### config.mk
export PLATFORM = sky130hd
export DESIGN_NAME = qoe_engine
export DESIGN_NICKNAME = d
export VERILOG_FILES = /design/src/rtl/qoe_pkg.sv /design/src/rtl/qoe_overlay.sv /design/src/rtl/qoe_memcmd.sv /design/src/rtl/qoe_seq.sv /design/src/rtl/qoe_engine.sv
export SDC_FILE = /design/constraint.sdc
export NUM_CORES = 1
export LEC_CHECK = 0
export BUFFER_PORTS_ARGS = -buffer_cell sky130_fd_sc_hd__buf_2
export CAP_MARGIN = 25
export CORE_MARGIN = 5
export CORE_UTILIZATION = 45
export DETAILED_ROUTE_END_ITERATION = 8
export PLACE_DENSITY = 0.71
export SKIP_CTS_REPAIR_TIMING = 1
export SYNTH_ARGS = -nofsm -noshare
export SYNTH_HDL_FRONTEND = slang
export SYNTH_SLANG_ARGS = --single-unit
### constraint.sdc
create_clock -name clk -period 3.95 [get_ports clk]
set_input_delay 0.395 -clock clk [delete_from_list [all_inputs] [get_ports clk]]
set_output_delay 0.395 -clock clk [all_outputs]
set_load 0.02 [all_outputs]
### src/rtl/qoe_pkg.sv
// Package: shared layout constants and types of the queue overlay engine.
// Assumes 32-bit memory words and word addressing for queue heads and descriptors.
package qoe_pkg;

    localparam int WORD_W   = 32;
    localparam int TERM_BIT = 0;    // link word: terminate flag
    localparam int ACT_BIT  = 7;    // token: active flag
    localparam int PTR_LSB  = 2;    // link word: first address bit

    // queue head word offsets
    localparam int QH_NEXT = 0;
    localparam int QH_CUR  = 1;
    localparam int QH_TOK  = 2;
    localparam int QH_BUF  = 3;

    // descriptor word offsets
    localparam int TD_NEXT = 0;
    localparam int TD_TOK  = 1;
    localparam int TD_BUF  = 2;

    localparam int STEP_W    = 3;
    localparam int COPY_LAST = 5;   // two reads then four queue head writes
    localparam int WB_LAST   = 1;   // descriptor token then queue head token

    typedef enum logic [2:0] {
        S_IDLE  = 3'd0,
        S_FETCH = 3'd1,
        S_CHECK = 3'd2,
        S_COPY  = 3'd3,
        S_EXEC  = 3'd4,
        S_WB    = 3'd5
    } seq_state_t;

    typedef enum logic [1:0] {
        RES_TERM  = 2'd0,
        RES_INACT = 2'd1,
        RES_RAN   = 2'd2
    } visit_res_t;

endpackage

### src/rtl/qoe_overlay.sv
// Module: queue head overlay image.
// Holds the current pointer, inherited next link, token and buffer of the
// descriptor being run. Loads happen only on strobes from the sequencer, which
// assumes an active descriptor was seen before the first strobe.
module qoe_overlay
    import qoe_pkg::*;
(
    input  logic              clk,
    input  logic              rst_n,
    input  logic              ld_copy_i,
    input  logic              ld_buf_i,
    input  logic              ld_wb_i,
    input  logic [WORD_W-1:0] cur_in_i,
    input  logic [WORD_W-1:0] tok_in_i,
    input  logic [WORD_W-1:0] rdata_i,
    input  logic [WORD_W-1:0] wb_tok_i,
    output logic [WORD_W-1:0] cur_o,
    output logic [WORD_W-1:0] nxt_o,
    output logic [WORD_W-1:0] tok_o,
    output logic [WORD_W-1:0] buf_o
);

    logic [WORD_W-1:0] cur_q, nxt_q, tok_q, buf_q;

    // Capture overlay fields as the copy and write-back steps complete.
    always_ff @(posedge clk) begin : ovl_regs_p
        if (!rst_n) begin
            cur_q <= '0;
            nxt_q <= '0;
            tok_q <= '0;
            buf_q <= '0;
        end else begin
            if (ld_copy_i) begin
                cur_q <= cur_in_i;
                tok_q <= tok_in_i;
                nxt_q <= rdata_i;
            end
            if (ld_buf_i) begin
                buf_q <= rdata_i;
            end
            if (ld_wb_i) begin
                tok_q <= wb_tok_i;
            end
        end
    end

    assign cur_o = cur_q;
    assign nxt_o = nxt_q;
    assign tok_o = tok_q;
    assign buf_o = buf_q;

    AST_CUR_LIVE: assert property (@(posedge clk) disable iff (!rst_n)
        ld_copy_i |-> (!cur_in_i[TERM_BIT] && tok_in_i[ACT_BIT]));

endmodule

### src/rtl/qoe_memcmd.sv
// Module: memory command builder.
// Turns sequencer state and step into the request, direction, word address and
// write data of the single outstanding memory access. Purely combinational;
// assumes the sequencer only advances on acknowledge.
module qoe_memcmd
    import qoe_pkg::*;
#(
    parameter int ADDR_W = 16
)(
    input  logic              clk,
    input  logic              rst_n,
    input  seq_state_t        state_i,
    input  logic [STEP_W-1:0] step_i,
    input  logic [ADDR_W-1:0] qh_addr_i,
    input  logic [WORD_W-1:0] link_i,
    input  logic [WORD_W-1:0] ovl_cur_i,
    input  logic [WORD_W-1:0] ovl_nxt_i,
    input  logic [WORD_W-1:0] ovl_tok_i,
    input  logic [WORD_W-1:0] ovl_buf_i,
    input  logic [WORD_W-1:0] wb_tok_i,
    output logic              req_o,
    output logic              we_o,
    output logic [ADDR_W-1:0] addr_o,
    output logic [WORD_W-1:0] wdata_o
);

    logic [ADDR_W-1:0] link_addr;
    logic [ADDR_W-1:0] cur_addr;

    assign link_addr = link_i[ADDR_W+PTR_LSB-1:PTR_LSB];
    assign cur_addr  = ovl_cur_i[ADDR_W+PTR_LSB-1:PTR_LSB];

    // Select the access for the present state and step.
    always_comb begin : cmd_sel_p
        req_o   = 1'b0;
        we_o    = 1'b0;
        addr_o  = '0;
        wdata_o = '0;
        unique case (state_i)
            S_FETCH: begin
                req_o  = 1'b1;
                addr_o = qh_addr_i + ADDR_W'(QH_NEXT);
            end
            S_CHECK: begin
                req_o  = 1'b1;
                addr_o = link_addr + ADDR_W'(TD_TOK);
            end
            S_COPY: begin
                req_o = 1'b1;
                unique case (step_i)
                    3'd0: addr_o = link_addr + ADDR_W'(TD_NEXT);
                    3'd1: addr_o = link_addr + ADDR_W'(TD_BUF);
                    3'd2: begin
                        we_o    = 1'b1;
                        addr_o  = qh_addr_i + ADDR_W'(QH_CUR);
                        wdata_o = ovl_cur_i;
                    end
                    3'd3: begin
                        we_o    = 1'b1;
                        addr_o  = qh_addr_i + ADDR_W'(QH_NEXT);
                        wdata_o = ovl_nxt_i;
                    end
                    3'd4: begin
                        we_o    = 1'b1;
                        addr_o  = qh_addr_i + ADDR_W'(QH_TOK);
                        wdata_o = ovl_tok_i;
                    end
                    default: begin
                        we_o    = 1'b1;
                        addr_o  = qh_addr_i + ADDR_W'(QH_BUF);
                        wdata_o = ovl_buf_i;
                    end
                endcase
            end
            S_WB: begin
                req_o   = 1'b1;
                we_o    = 1'b1;
                wdata_o = wb_tok_i;
                if (step_i == STEP_W'(0)) begin
                    addr_o = cur_addr + ADDR_W'(TD_TOK);
                end else begin
                    addr_o = qh_addr_i + ADDR_W'(QH_TOK);
                end
            end
            default: begin
                req_o = 1'b0;
            end
        endcase
    end

    AST_WB_INACTIVE: assert property (@(posedge clk) disable iff (!rst_n)
        (req_o && we_o && state_i == S_WB) |-> !wdata_o[ACT_BIT]);

endmodule

### src/rtl/qoe_seq.sv
// Module: visit sequencer.
// Runs idle, fetch next, check active, copy overlay, execute and write back
// for one queue head per visit. Assumes one memory access outstanding and
// that the acknowledge cycle also carries read data.
module qoe_seq
    import qoe_pkg::*;
#(
    parameter int ADDR_W = 16
)(
    input  logic              clk,
    input  logic              rst_n,
    input  logic              visit_i,
    input  logic [ADDR_W-1:0] qh_base_i,
    input  logic              mem_ack_i,
    input  logic [WORD_W-1:0] mem_rdata_i,
    input  logic              exec_done_i,
    input  logic [6:0]        exec_status_i,
    input  logic [14:0]       exec_left_i,
    output seq_state_t        state_o,
    output logic [STEP_W-1:0] step_o,
    output logic [ADDR_W-1:0] qh_addr_o,
    output logic [WORD_W-1:0] link_o,
    output logic [WORD_W-1:0] chk_tok_o,
    output logic [WORD_W-1:0] wb_tok_o,
    output logic              ld_copy_o,
    output logic              ld_buf_o,
    output logic              ld_wb_o,
    output logic              exec_req_o,
    output logic              done_o,
    output visit_res_t        result_o
);

    seq_state_t        state_q;
    logic [STEP_W-1:0] step_q;
    logic [ADDR_W-1:0] qh_q;
    logic [WORD_W-1:0] link_q;
    logic [WORD_W-1:0] chk_tok_q;
    logic [WORD_W-1:0] wb_tok_q;
    logic              done_q;
    visit_res_t        res_q;

    // Advance the visit on each acknowledge or executor completion.
    always_ff @(posedge clk) begin : seq_fsm_p
        if (!rst_n) begin
            state_q   <= S_IDLE;
            step_q    <= '0;
            qh_q      <= '0;
            link_q    <= '0;
            chk_tok_q <= '0;
            wb_tok_q  <= '0;
            done_q    <= 1'b0;
            res_q     <= RES_TERM;
        end else begin
            done_q <= 1'b0;
            unique case (state_q)
                S_IDLE: begin
                    if (visit_i) begin
                        qh_q    <= qh_base_i;
                        state_q <= S_FETCH;
                    end
                end
                S_FETCH: begin
                    if (mem_ack_i) begin
                        link_q <= mem_rdata_i;
                        if (mem_rdata_i[TERM_BIT]) begin
                            state_q <= S_IDLE;
                            done_q  <= 1'b1;
                            res_q   <= RES_TERM;
                        end else begin
                            state_q <= S_CHECK;
                        end
                    end
                end
                S_CHECK: begin
                    if (mem_ack_i) begin
                        chk_tok_q <= mem_rdata_i;
                        if (!mem_rdata_i[ACT_BIT]) begin
                            state_q <= S_IDLE;
                            done_q  <= 1'b1;
                            res_q   <= RES_INACT;
                        end else begin
                            state_q <= S_COPY;
                            step_q  <= '0;
                        end
                    end
                end
                S_COPY: begin
                    if (mem_ack_i) begin
                        if (step_q == STEP_W'(COPY_LAST)) begin
                            state_q <= S_EXEC;
                            step_q  <= '0;
                        end else begin
                            step_q <= step_q + 1'b1;
                        end
                    end
                end
                S_EXEC: begin
                    if (exec_done_i) begin
                        wb_tok_q <= {chk_tok_q[31], exec_left_i, chk_tok_q[15:8],
                                     1'b0, exec_status_i};
                        state_q  <= S_WB;
                        step_q   <= '0;
                    end
                end
                S_WB: begin
                    if (mem_ack_i) begin
                        if (step_q == STEP_W'(WB_LAST)) begin
                            state_q <= S_IDLE;
                            step_q  <= '0;
                            done_q  <= 1'b1;
                            res_q   <= RES_RAN;
                        end else begin
                            step_q <= step_q + 1'b1;
                        end
                    end
                end
                default: begin
                    state_q <= S_IDLE;
                end
            endcase
        end
    end

    // Load strobes for the overlay image.
    always_comb begin : ld_strobe_p
        ld_copy_o = (state_q == S_COPY) && (step_q == STEP_W'(0)) && mem_ack_i;
        ld_buf_o  = (state_q == S_COPY) && (step_q == STEP_W'(1)) && mem_ack_i;
        ld_wb_o   = (state_q == S_WB) && (step_q == STEP_W'(WB_LAST)) && mem_ack_i;
    end

    assign state_o    = state_q;
    assign step_o     = step_q;
    assign qh_addr_o  = qh_q;
    assign link_o     = link_q;
    assign chk_tok_o  = chk_tok_q;
    assign wb_tok_o   = wb_tok_q;
    assign exec_req_o = (state_q == S_EXEC);
    assign done_o     = done_q;
    assign result_o   = res_q;

    AST_VISIT_IGNORED: assert property (@(posedge clk) disable iff (!rst_n)
        (state_q != S_IDLE && visit_i) |=> $stable(qh_q));

    AST_TERM_ENDS: assert property (@(posedge clk) disable iff (!rst_n)
        (state_q == S_FETCH && mem_ack_i && mem_rdata_i[TERM_BIT])
        |=> (state_q == S_IDLE && done_q && res_q == RES_TERM));

    AST_INACT_ENDS: assert property (@(posedge clk) disable iff (!rst_n)
        (state_q == S_CHECK && mem_ack_i && !mem_rdata_i[ACT_BIT])
        |=> (state_q == S_IDLE && done_q && res_q == RES_INACT));

endmodule

### src/rtl/qoe_engine.sv
// Module: transfer queue overlay engine (top).
// Serves one queue head per visit: follows its link, tests the descriptor's
// active flag, copies it into the queue head overlay, hands it to an executor
// and writes the result back. Assumes the memory port accepts one request at a
// time and returns read data with the acknowledge.
module qoe_engine
    import qoe_pkg::*;
#(
    parameter int ADDR_W = 16
)(
    input  logic              clk,
    input  logic              rst_n,
    input  logic              visit_i,
    input  logic [ADDR_W-1:0] qh_base_i,
    output logic              busy_o,
    output logic              visit_done_o,
    output logic [1:0]        visit_result_o,
    output logic              mem_req_o,
    output logic              mem_we_o,
    output logic [ADDR_W-1:0] mem_addr_o,
    output logic [31:0]       mem_wdata_o,
    input  logic              mem_ack_i,
    input  logic [31:0]       mem_rdata_i,
    output logic              exec_req_o,
    output logic [31:0]       exec_token_o,
    output logic [31:0]       exec_buf_o,
    input  logic              exec_done_i,
    input  logic [6:0]        exec_status_i,
    input  logic [14:0]       exec_left_i
);

    seq_state_t        state;
    logic [STEP_W-1:0] step;
    logic [ADDR_W-1:0] qh_addr;
    logic [WORD_W-1:0] link, chk_tok, wb_tok;
    logic              ld_copy, ld_buf, ld_wb;
    logic [WORD_W-1:0] ovl_cur, ovl_nxt, ovl_tok, ovl_buf;
    visit_res_t        result;

    qoe_seq #(.ADDR_W(ADDR_W)) seq_i (
        .clk           (clk),
        .rst_n         (rst_n),
        .visit_i       (visit_i),
        .qh_base_i     (qh_base_i),
        .mem_ack_i     (mem_ack_i),
        .mem_rdata_i   (mem_rdata_i),
        .exec_done_i   (exec_done_i),
        .exec_status_i (exec_status_i),
        .exec_left_i   (exec_left_i),
        .state_o       (state),
        .step_o        (step),
        .qh_addr_o     (qh_addr),
        .link_o        (link),
        .chk_tok_o     (chk_tok),
        .wb_tok_o      (wb_tok),
        .ld_copy_o     (ld_copy),
        .ld_buf_o      (ld_buf),
        .ld_wb_o       (ld_wb),
        .exec_req_o    (exec_req_o),
        .done_o        (visit_done_o),
        .result_o      (result)
    );

    qoe_overlay ovl_i (
        .clk       (clk),
        .rst_n     (rst_n),
        .ld_copy_i (ld_copy),
        .ld_buf_i  (ld_buf),
        .ld_wb_i   (ld_wb),
        .cur_in_i  (link),
        .tok_in_i  (chk_tok),
        .rdata_i   (mem_rdata_i),
        .wb_tok_i  (wb_tok),
        .cur_o     (ovl_cur),
        .nxt_o     (ovl_nxt),
        .tok_o     (ovl_tok),
        .buf_o     (ovl_buf)
    );

    qoe_memcmd #(.ADDR_W(ADDR_W)) cmd_i (
        .clk       (clk),
        .rst_n     (rst_n),
        .state_i   (state),
        .step_i    (step),
        .qh_addr_i (qh_addr),
        .link_i    (link),
        .ovl_cur_i (ovl_cur),
        .ovl_nxt_i (ovl_nxt),
        .ovl_tok_i (ovl_tok),
        .ovl_buf_i (ovl_buf),
        .wb_tok_i  (wb_tok),
        .req_o     (mem_req_o),
        .we_o      (mem_we_o),
        .addr_o    (mem_addr_o),
        .wdata_o   (mem_wdata_o)
    );

    assign busy_o         = (state != S_IDLE);
    assign visit_result_o = result;
    assign exec_token_o   = ovl_tok;
    assign exec_buf_o     = ovl_buf;

    AST_IDLE_QUIET: assert property (@(posedge clk) disable iff (!rst_n)
        !busy_o |-> (!mem_req_o && !exec_req_o));

    AST_REQ_HELD: assert property (@(posedge clk) disable iff (!rst_n)
        (mem_req_o && !mem_ack_i) |=> mem_req_o);

    AST_ADDR_STABLE: assert property (@(posedge clk) disable iff (!rst_n)
        (mem_req_o && !mem_ack_i) |=> ($stable(mem_addr_o) && $stable(mem_we_o)));

    AST_EXEC_ACTIVE: assert property (@(posedge clk) disable iff (!rst_n)
        exec_req_o |-> exec_token_o[ACT_BIT]);

    AST_EXEC_HOLD: assert property (@(posedge clk) disable iff (!rst_n)
        (exec_req_o && !exec_done_i) |=> (exec_req_o && $stable(exec_token_o)));

    AST_DONE_IDLE: assert property (@(posedge clk) disable iff (!rst_n)
        visit_done_o |-> !busy_o);

endmodule

## Word level (Yosys, flattened, before mapping)

Cells that the tools add are included.

| cells by class | value |
|---|---|
| $add $sub $neg | 7 |
| equal/unequal tests | 21 |
| multiplexer cells | 43 |
| reductions and logical operators | 21 |

Operator list:

| kind | number |
|---|---|
| case mux 32 bit (4 select lines) | 1 |
| case mux 16 bit (5 select lines) | 1 |
| 2-to-1 mux 32 bit | 2 |
| case mux 16 bit (4 select lines) | 1 |
| case mux 32 bit (2 select lines) | 1 |
| adder 16 x 1 -> 16 bit (second input constant) | 3 |
| adder 16 x 2 -> 16 bit (second input constant) | 3 |
| 2-to-1 mux 3 bit | 15 |
| != test 2 bit (second input constant) | 10 |
| case mux 3 bit (6 select lines) | 1 |
| 2-to-1 mux 16 bit | 1 |
| 2-to-1 mux 2 bit | 8 |
| equality test 3 x 2 -> 1 bit (second input constant) | 4 |
| equality test 3 bit (second input constant) | 4 |
| case mux 3 bit (4 select lines) | 1 |
| 2-to-1 mux 1 bit | 8 |
| AND reduction 2 bit | 4 |
| AND reduction 8 bit | 1 |
| AND reduction 7 bit | 1 |
| equality test 3 x 1 -> 1 bit (second input constant) | 2 |
| logical AND 1 bit | 6 |
| zero test 3 bit | 2 |
| case mux 2 bit (3 select lines) | 1 |
| AND reduction 6 bit | 1 |
| 9 further kinds | 10 |

| word-level totals | value |
|---|---|
| register bits | 248 |
| bits of input ports | 75 |
| output and inout bits | 119 |

## Longest topological paths before layout

Gate-level depths: netlist of run 1.

| depth | value |
|---|---|
| depth in word-level cells | 5 |
| depth in mapped cells | 12 |

## Cells and area by module

From an unflattened synthesis of run 1, not the netlist that was laid out.

| unflattened totals | value |
|---|---|
| cell total of the unflattened synthesis | 1650 |
| area total of the unflattened synthesis | 13584.3 sq um |

By module, submodules not included:

| module | times used | cells an instance | area an instance (sq um) | seq. area each (sq um) |
|---|---|---|---|---|
| qoe_overlay | 1 | 451 | 5311.3 | 2562.5 |
| qoe_seq | 1 | 565 | 4461.8 | 2402.3 |
| qoe_memcmd | 1 | 633 | 3804.9 | 0.0 |
| qoe_engine | 1 | 1 | 6.3 | 0.0 |

## Least setup slack after synthesis of run 1

Ideal clock, no wire load.

| timing | value |
|---|---|
| path type | register to output |
| from | reg seq_i.step_q[0] (netlist: seq_i.step_o[0]) |
| to | out mem_wdata_o[31] |
| data arrival time | 2.729 ns |
| slack | 0.826 ns |
| cell stages (with the launch flop) | 12 |
| cells stage by stage | dfxtp_1 -> buf_2 -> clkbuf_1 -> buf_1 -> and2_1 -> ha_1 -> clkbuf_1 -> clkbuf_1 -> a222oi_1 -> nand2_1 -> o21ai_0 -> o21ai_0 |

| between the ends | value |
|---|---|
| longest elaborated chain between the ends | 4 |
| elaborated cells between the ends (all ways) | 8 |

RTL lines:

| item | RTL line | source |
|---|---|---|
| from (decl) | qoe_seq.sv:34 | `logic [STEP_W-1:0] step_q;` |
| from (signal assigned) | qoe_seq.sv:93 | `step_q <= step_q + 1'b1;` |
| from (signal assigned) | qoe_seq.sv:113 | `step_q <= step_q + 1'b1;` |
| equality test 3 x 1 -> 1 bit or zero test 3 bit (tied branches) | qoe_memcmd.sv:50 | `unique case (step_i)` |
| OR reduction 2 bit (no source line) | -- |  |
| case mux 32 bit (4 select lines) * | qoe_memcmd.sv:50 |  |
| case mux 32 bit (2 select lines) * | qoe_memcmd.sv:39 | `unique case (state_i)` |
| to (decl) | qoe_engine.sv:21 | `output logic [31:0] mem_wdata_o,` |

Mark *: on every way between the ends. The rest lies on a longest branch, timed or not.

## Worst setup path after layout of run 1

| timing | value |
|---|---|
| from | reg seq_i.qh_q[1] (netlist: seq_i.qh_addr_o[1]) |
| to | out mem_addr_o[9] |

| between the ends | value |
|---|---|
| longest elaborated chain between the ends | 3 |
| elaborated cells between the ends (all ways) | 6 |

RTL lines:

| item | RTL line | source |
|---|---|---|
| from (decl) | qoe_seq.sv:35 | `logic [ADDR_W-1:0] qh_q;` |
| from (signal assigned) | qoe_seq.sv:58 | `qh_q <= qh_base_i;` |
| adder 16 x 2 -> 16 bit, or another cell as far along | qoe_memcmd.sv:70 | `addr_o = qh_addr_i + ADDR_W'(QH_BUF);` |
| case mux 16 bit (5 select lines) or 2-to-1 mux 16 bit (tied branches) | qoe_memcmd.sv:50, qoe_memcmd.sv:79 |  |
| case mux 16 bit (4 select lines) * | qoe_memcmd.sv:39 |  |
| to (decl) | qoe_engine.sv:20 | `output logic [ADDR_W-1:0] mem_addr_o,` |

Marked as above.

==> impl_metrics.py, run 1 <==
metrics = {
    "timing": {
        "fin_crit_sh_pct": 91.64,
        "rsz0062_at_grt": "false",
        "skew_ns": 0.009087,
        "tns_ns": 0,
        "finalHoldViolCount": 0,
        "period_needed_ns": 3.620,
        "worst_slew_margin_rel_pct": 50.17,
        "finalMaxSlewViolations": 0,
        "clock.fmax_ghz": 0.2763,
        "worst_slew_pin_slew_ns": 0.7474,
        "finalSetupViolCount": 0,
    },
    "run_status": {
        "outcome": "finished, final reports clean",
    },
    "placed_design": {
        "port_buffers": 193,
        "dp_hpwl_um": 31360,
        "gp_congestion": 0.9455,
        "dpl-instance-area_um2": 14230,
    },
    "power": {
        "total_power_mw": 6.635,
        "peakVddDrop_uv": 333.6,
        "power.density_nw_per_um2": 438.4,
        "p_leak_nw": 5.902,
    },
    "die": {
        "core_um2": 28780,
        "start_util_pct": 45.64,
        "die_h_um": 180.9,
        "fp.dieW_um": 180.9,
        "ios": 194,
        "placementRows": 62,
        "dieArea_um2": 32710,
    },
    "setup_path": {
        "path_cells": "ha_1 -> nand3_1 -> nor3_1 -> xor2_1 -> a22oi_1 -> a221oi_1 -> or3_1 -> buf_2",
        "cp_data_arrival_time_ns": 3.22,
        "reg2regPathDepth": 7,
        "rrSetupSlack_ns": 1.19,
        "worst_path_max_delay_cell": "dfxtp_1",
        "worstSetupEndpointType": "primary output",
        "cp_slowest_stage_delay_ns": 0.59,
        "crit_buf_inv": 1,
        "crit_cells": 8,
        "crit_type": "reg -> out",
        "critPathTopFamily": "simple AND/OR/NAND/NOR gates",
        "path_max_fanout": 10,
        "worstPathRequired_ns": 3.56,
        "cp-start-kind": "flop",
    },
    "layout": {
        "layout.nets": 1950,
        "synthToLayoutAreaGrowth_pct": 15.23,
        "drive_gt1_share_pct": 15.46,
        "fillers": 2808,
        "insertedDiodeCount": 0,
        "final_area_um2": 15140,
        "finish.utilization_pct": 52.59,
    },
    "logic_synthesis": {
        "yosys-mux-area-fraction_pct": 0.4668,
        "synth_area_um2": 13140,
        "synth_edf_count": 0,
        "synth-xor-area-share_pct": 4.201,
        "synth_cell_types": 60,
        "synth_top_area_share_pct": 37.80,
        "synth_compound_area_share_pct": 25.63,
        "ys_seq_area_share_pct": 37.80,
        "synth-async-reset-ratio_pct": 0,
        "yosys_warnings": 0,
        "synth-adder-area-share_pct": 0.7239,
        "yosysTopAreaCell": "dfxtp_1",
        "synth-seq-cells": 248,
        "synth_area_leaders": "dfxtp_1, nand2_1, a21boi_0",
        "synth_ff_type": "dfxtp_1",
        "synth_top_family_by_area": "simple AND/OR/NAND/NOR gates",
        "synthCells": 1772,
        "synth-simple-area-share_pct": 25.68,
        "syn-mean-instance-area_um2": 7.413,
        "syn_nets": 1854,
    },
    "grt": {
        "grt_antenna_before_repair": 2,
        "grt_pass1_wl_um": 72430,
        "overflow": 0,
        "grt_max_degree": 102,
        "grt_pass1_vias": 12790,
        "grt.total_usage_pct": 27.10,
    },
    "clock_network": {
        "cts_max_path_buffers": 3,
        "root_buffer": "clkbuf_16",
        "cts_tree": "done",
        "numCtsBuffers": 27,
        "htree_levels": 1,
        "cts.clk_slew.worst_paths_ns": 0.06,
        "cts_sinks": 248,
        "insertion_delay_ns": 0.54,
    },
    "drt": {
        "vias": 13280,
        "remaining_drc_errors": 0,
        "viasPerCell": 5.842,
        "drt-total-wl_um": 46790,
        "wire_per_inst_um": 20.59,
        "first_pass_iters": 9,
        "drtAntennaViolNets": 0,
        "initialDrtViolationCount": 1311,
    },
    "flow_run": {
        "cap_violations": 0,
    },
    "min_path": {
        "hold_depth": 3,
        "hp-class": "in -> reg",
    },
}
## flip-flops by register name, indices dropped and copies added (netlist names)
register         flops
ovl_i.tok_o         32
seq_i.result_o       2
seq_i.step_o         3
seq_i.state_o        3
ovl_i.nxt_o         32
ovl_i.buf_o         32
ovl_i.cur_o         32
seq_i.qh_addr_o     16
seq_i.wb_tok_o      31
seq_i.chk_tok_o     32
seq_i.link_o        32
seq_i.done_o         1
## area by class of cell
type	count	area, um2	area share (%)
Clock buffer	39	810.8	5.357
Clock inverter	11	96.34	0.6365
Inverter	9	33.78	0.2232
Multi-Input combinational cell	1354	7490	49.48
Sequential cell	248	4965	32.80
Tap cell	384	480.5	3.174
Timing Repair Buffer	228	1260	8.324
## kinds of logic (layout without fill, tap and decap cells)
kind of cell | after synthesis | after routing
flip-flops | 248 | 248
buffers and inverters | 170 | 287
AND/OR/NAND/NOR | 812 | 812
adder cells (fa/ha/maj) | 7 | 7
XOR/XNOR | 63 | 63
AO/OA/AOI/OAI | 466 | 466
multiplexers | 6 | 6
## through the flow
stage / std cells / setup slack [ns] / hold slack, ns
3_3_place_gp: 2223 / 0.9666 / 0.4352
4_1_cts: 2273 / 0.3683 / 0.09350
2_1_floorplan: 1772 / 0.8265 / 0.4284
6_report: 2273 / 0.3302 / 0.09823
5_1_grt: 2273 / 0.08216 / 0.1070
3_5_place_dp: 2223 / 0.9416 / 0.4444
## cells in the final DEF (no fill, tap or decap), types with 8 or more instances in the layout
master	synthesis	routed
nand3_1	59	57
nor2_1	84	81
buf_4	7	33
buf_2	39	192
o211a_1	33	33
dfxtp_1	248	248
inv_1	9	9
nor4_1	10	10
a221oi_1	24	24
o22ai_1	8	8
xor2_1	31	31
clkbuf_16	0	27
a22oi_1	15	15
a21boi_0	163	163
nand2_1	578	578
o211ai_1	11	11
nor3_1	18	18
a21boi_1	47	47
clkbuf_8	0	9
nand4_1	16	16
a21oi_1	26	26
a222oi_1	12	12
o21ai_0	93	93
xnor2_1	32	32
## worst min-delay path: stages
cell      delay, ns
buf_2          0.09
nand2_1        0.04
a21boi_0       0.06
## power breakdown
group	internal [mW]	switching, mW
registers	2.64	0.243
logic	0.390	0.813
clock network	1.49	1.05
total	4.53	2.11
## metal layers
layer | global-route usage (%) | vias to the layer above | share of wire (%)
met1 | 35.43 | 6328 | 42
li1 | - | 6237 | -
met2 | 45.92 | 606 | 47
met4 | 8.742 | 0 | 3.3
met5 | 0 | - | 0
met3 | 4.323 | 109 | 8.1
## final timing paths
check                  endpoint          startpoint
min          seq_i.wb_tok_o[17]      exec_left_i[1]
min reg2reg     ovl_i.cur_o[30]    seq_i.link_o[30]
max               mem_addr_o[9]  seq_i.qh_addr_o[1]
max reg2reg     ovl_i.tok_o[22]    seq_i.state_o[0]
## Yosys cell counts, drive strengths merged (3+ instances only)
cell	count
nand2	578
dfxtp	248
a21boi	210
clkbuf	110
o21ai	93
nor2	84
nand3	59
buf	51
o211a	33
xnor2	32
xor2	31
a21oi	26
a221oi	24
nor3	21
nand4	16
a22oi	15
a222oi	12
nor4	11
o211ai	11
inv	9
o22ai	8
nor2b	7
o221ai	7
a31oi	6
and2	6
ha	6
nand2b	6
nor3b	6
mux2i	5
a221o	4
or2	4
or3	4
a21o	3
and3b	3
nand3b	3
(Power assumes the default switching activity.)
==> run 2: changes to the inputs <==
--- a/config.mk
+++ b/config.mk
@@ -8,9 +8,9 @@
 export BUFFER_PORTS_ARGS = -buffer_cell sky130_fd_sc_hd__buf_2
 export CAP_MARGIN = 25
 export CORE_MARGIN = 5
-export CORE_UTILIZATION = 45
+export CORE_UTILIZATION = 41
 export DETAILED_ROUTE_END_ITERATION = 8
-export PLACE_DENSITY = 0.71
+export PLACE_DENSITY = 0.67
 export SKIP_CTS_REPAIR_TIMING = 1
 export SYNTH_ARGS = -nofsm -noshare
 export SYNTH_HDL_FRONTEND = slang
==> run 2 against run 1 <==
Power grew 1.7%. First-iteration DRC count fell by 20%. Non-clock buffer count is 1 lower. Clock skew up 0.00066 ns. Register-to-register slack improved by 0.11 ns. Sequential share of layout area shrank 0.23 points. Setup slack better by 0.13 ns. Sequential power hardly changed. Cell area increased by 0.69%. Wire length is 1.2% higher. Largest cell class unchanged.
==> impl_metrics.py, run 2 (same netlist as run 1, synthesis figures left out) <==
metrics = {
    "layout": {
        "mostFrequentLayoutCells": "nand2_1, dfxtp_1, buf_2",
        "final_area_um2": 15240,
        "insertedDiodeCount": 0,
        "final_common_cell": "nand2_1",
        "fillers": 3156,
        "drive_gt1_share_pct": 15.40,
        "finish.utilization_pct": 48.30,
        "fin_cells": 2292,
        "synthToLayoutAreaGrowth_pct": 16.03,
        "layout.nets": 1950,
    },
    "setup_path": {
        "critPathTopFamily": "simple AND/OR/NAND/NOR gates",
        "cp_data_arrival_time_ns": 3.10,
        "crit_type": "reg -> out",
        "r2r-end": "ovl_i.buf_o[6]",
        "path_cells": "ha_1 -> nand3_1 -> nor3_1 -> xor2_1 -> a22oi_1 -> a221oi_1 -> or3_1 -> buf_2",
        "rr_startpoint": "seq_i.step_o[2]",
        "reg2regPathDepth": 7,
        "crit_buf_inv": 1,
        "critPathLaunch": "seq_i.qh_addr_o[2]",
        "worst_path_max_delay_cell": "dfxtp_1",
        "path_max_fanout": 10,
        "rrSetupSlack_ns": 1.30,
        "worstPathRequired_ns": 3.56,
        "cp_slowest_stage_delay_ns": 0.57,
        "worstSetupEndpointType": "primary output",
        "cp-start-kind": "flop",
    },
    "placed_design": {
        "dp.cells": 2239,
        "pre_cts_ws_ns": 1.037,
        "dpl-instance-area_um2": 14250,
        "gp_congestion": 0.9370,
        "dp_hpwl_um": 31850,
        "port_buffers": 193,
    },
    "drt": {
        "remaining_drc_errors": 0,
        "initialDrtViolationCount": 1054,
        "vias": 13200,
        "wire_per_inst_um": 20.67,
        "drtAntennaViolNets": 0,
        "viasPerCell": 5.760,
        "drt-total-wl_um": 47370,
        "first_pass_iters": 6,
    },
    "clock_network": {
        "cts.clk_slew.worst_paths_ns": 0.06,
        "insertion_delay_ns": 0.54,
        "cts_tree": "done",
        "htree_levels": 1,
        "numCtsBuffers": 28,
        "root_buffer": "clkbuf_16",
        "cts_sinks": 248,
        "cts_max_path_buffers": 3,
    },
    "die": {
        "start_util_pct": 41.63,
        "core_um2": 31560,
        "placementRows": 65,
        "die_h_um": 189.0,
        "fp.dieW_um": 189.0,
        "ios": 194,
        "dieArea_um2": 35720,
    },
    "flow_run": {
        "cap_violations": 0,
    },
    "timing": {
        "skew_ns": 0.009751,
        "fin_crit_sh_pct": 88.45,
        "clock.fmax_ghz": 0.2862,
        "fin_ws_ns": 0.4562,
        "finalSetupViolCount": 0,
        "tns_ns": 0,
        "worst_slew_pin_slew_ns": 0.8411,
        "finalMaxSlewViolations": 0,
        "period_needed_ns": 3.494,
        "finalHoldViolCount": 0,
        "rsz0062_at_grt": "false",
        "hold-worst-slack_ns": 0.09772,
        "worst_slew_margin_rel_pct": 43.93,
    },
    "min_path": {
        "hold_depth": 3,
        "hp-class": "in -> reg",
        "worstHoldStart": "exec_left_i[0]",
        "whs_endpoint": "seq_i.wb_tok_o[16]",
    },
    "grt": {
        "grt_pass1_vias": 12830,
        "grt_max_degree": 105,
        "grt.total_usage_pct": 25.46,
        "grt_antenna_before_repair": 1,
        "grt_pass1_wl_um": 73540,
        "overflow": 0,
    },
    "run_status": {
        "outcome": "finished, final reports clean",
    },
    "power": {
        "peakVddDrop_uv": 287.5,
        "total_power_mw": 6.749,
        "power.density_nw_per_um2": 442.8,
        "p_leak_nw": 5.934,
    },
}
-- run 2: changes by cell type in the layout (fill, tap and decap cells not counted), moves of 2 or more --
cell      previous run  this run
buf_4               33        30
clkinv_2             6         4
inv_6                2         0
clkbuf_1             3         6
-- run 2: layout make-up --
class / instances / area, um2 / area share (%)
tap: 402 / 503.0 / 3.300
inverter: 9 / 33.78 / 0.2217
multi-input combinational: 1354 / 7495 / 49.17
timing repair buffer: 227 / 1285 / 8.431
clock buffer: 43 / 847.1 / 5.558
sequential: 248 / 4965 / 32.58
clock inverter: 9 / 112.6 / 0.7389
-- run 2: metal layers --
metal | global-route usage (%) | part of all wire [%] | routed length, um | up-vias
met5 | 0 | 0.027 | 13 | -
met4 | 8.660 | 3.3 | 1551 | 2
met3 | 4.333 | 8.5 | 4021 | 100
met2 | 41.81 | 46 | 21880 | 560
met1 | 34.04 | 42 | 19900 | 6294
li1 | - | - | - | 6245
-- run 2: worst max path at each step --
stage	endpoint	slack, ns	cells past startpoint
after floorplan	mem_wdata_o[31]	0.83	11
after global placement	mem_addr_o[9]	1.05	8
after detailed placement	mem_addr_o[9]	1.04	8
after CTS	mem_addr_o[9]	0.46	8
after global routing	mem_addr_o[9]	0.20	8
final	mem_addr_o[9]	0.46	8
-- run 2: where the power goes --
group / internal [mW] / switching [mW] / leakage (nW)
registers: 2.64 / 0.232 / 2.00
clock network: 1.61 / 1.06 / 0.472
logic: 0.395 / 0.809 / 3.46
total: 4.64 / 2.11 / 5.93
-- run 2: worst min-delay path: stages --
cell	delay, ns
buf_2	0.09
nand2_1	0.04
a21boi_0	0.06
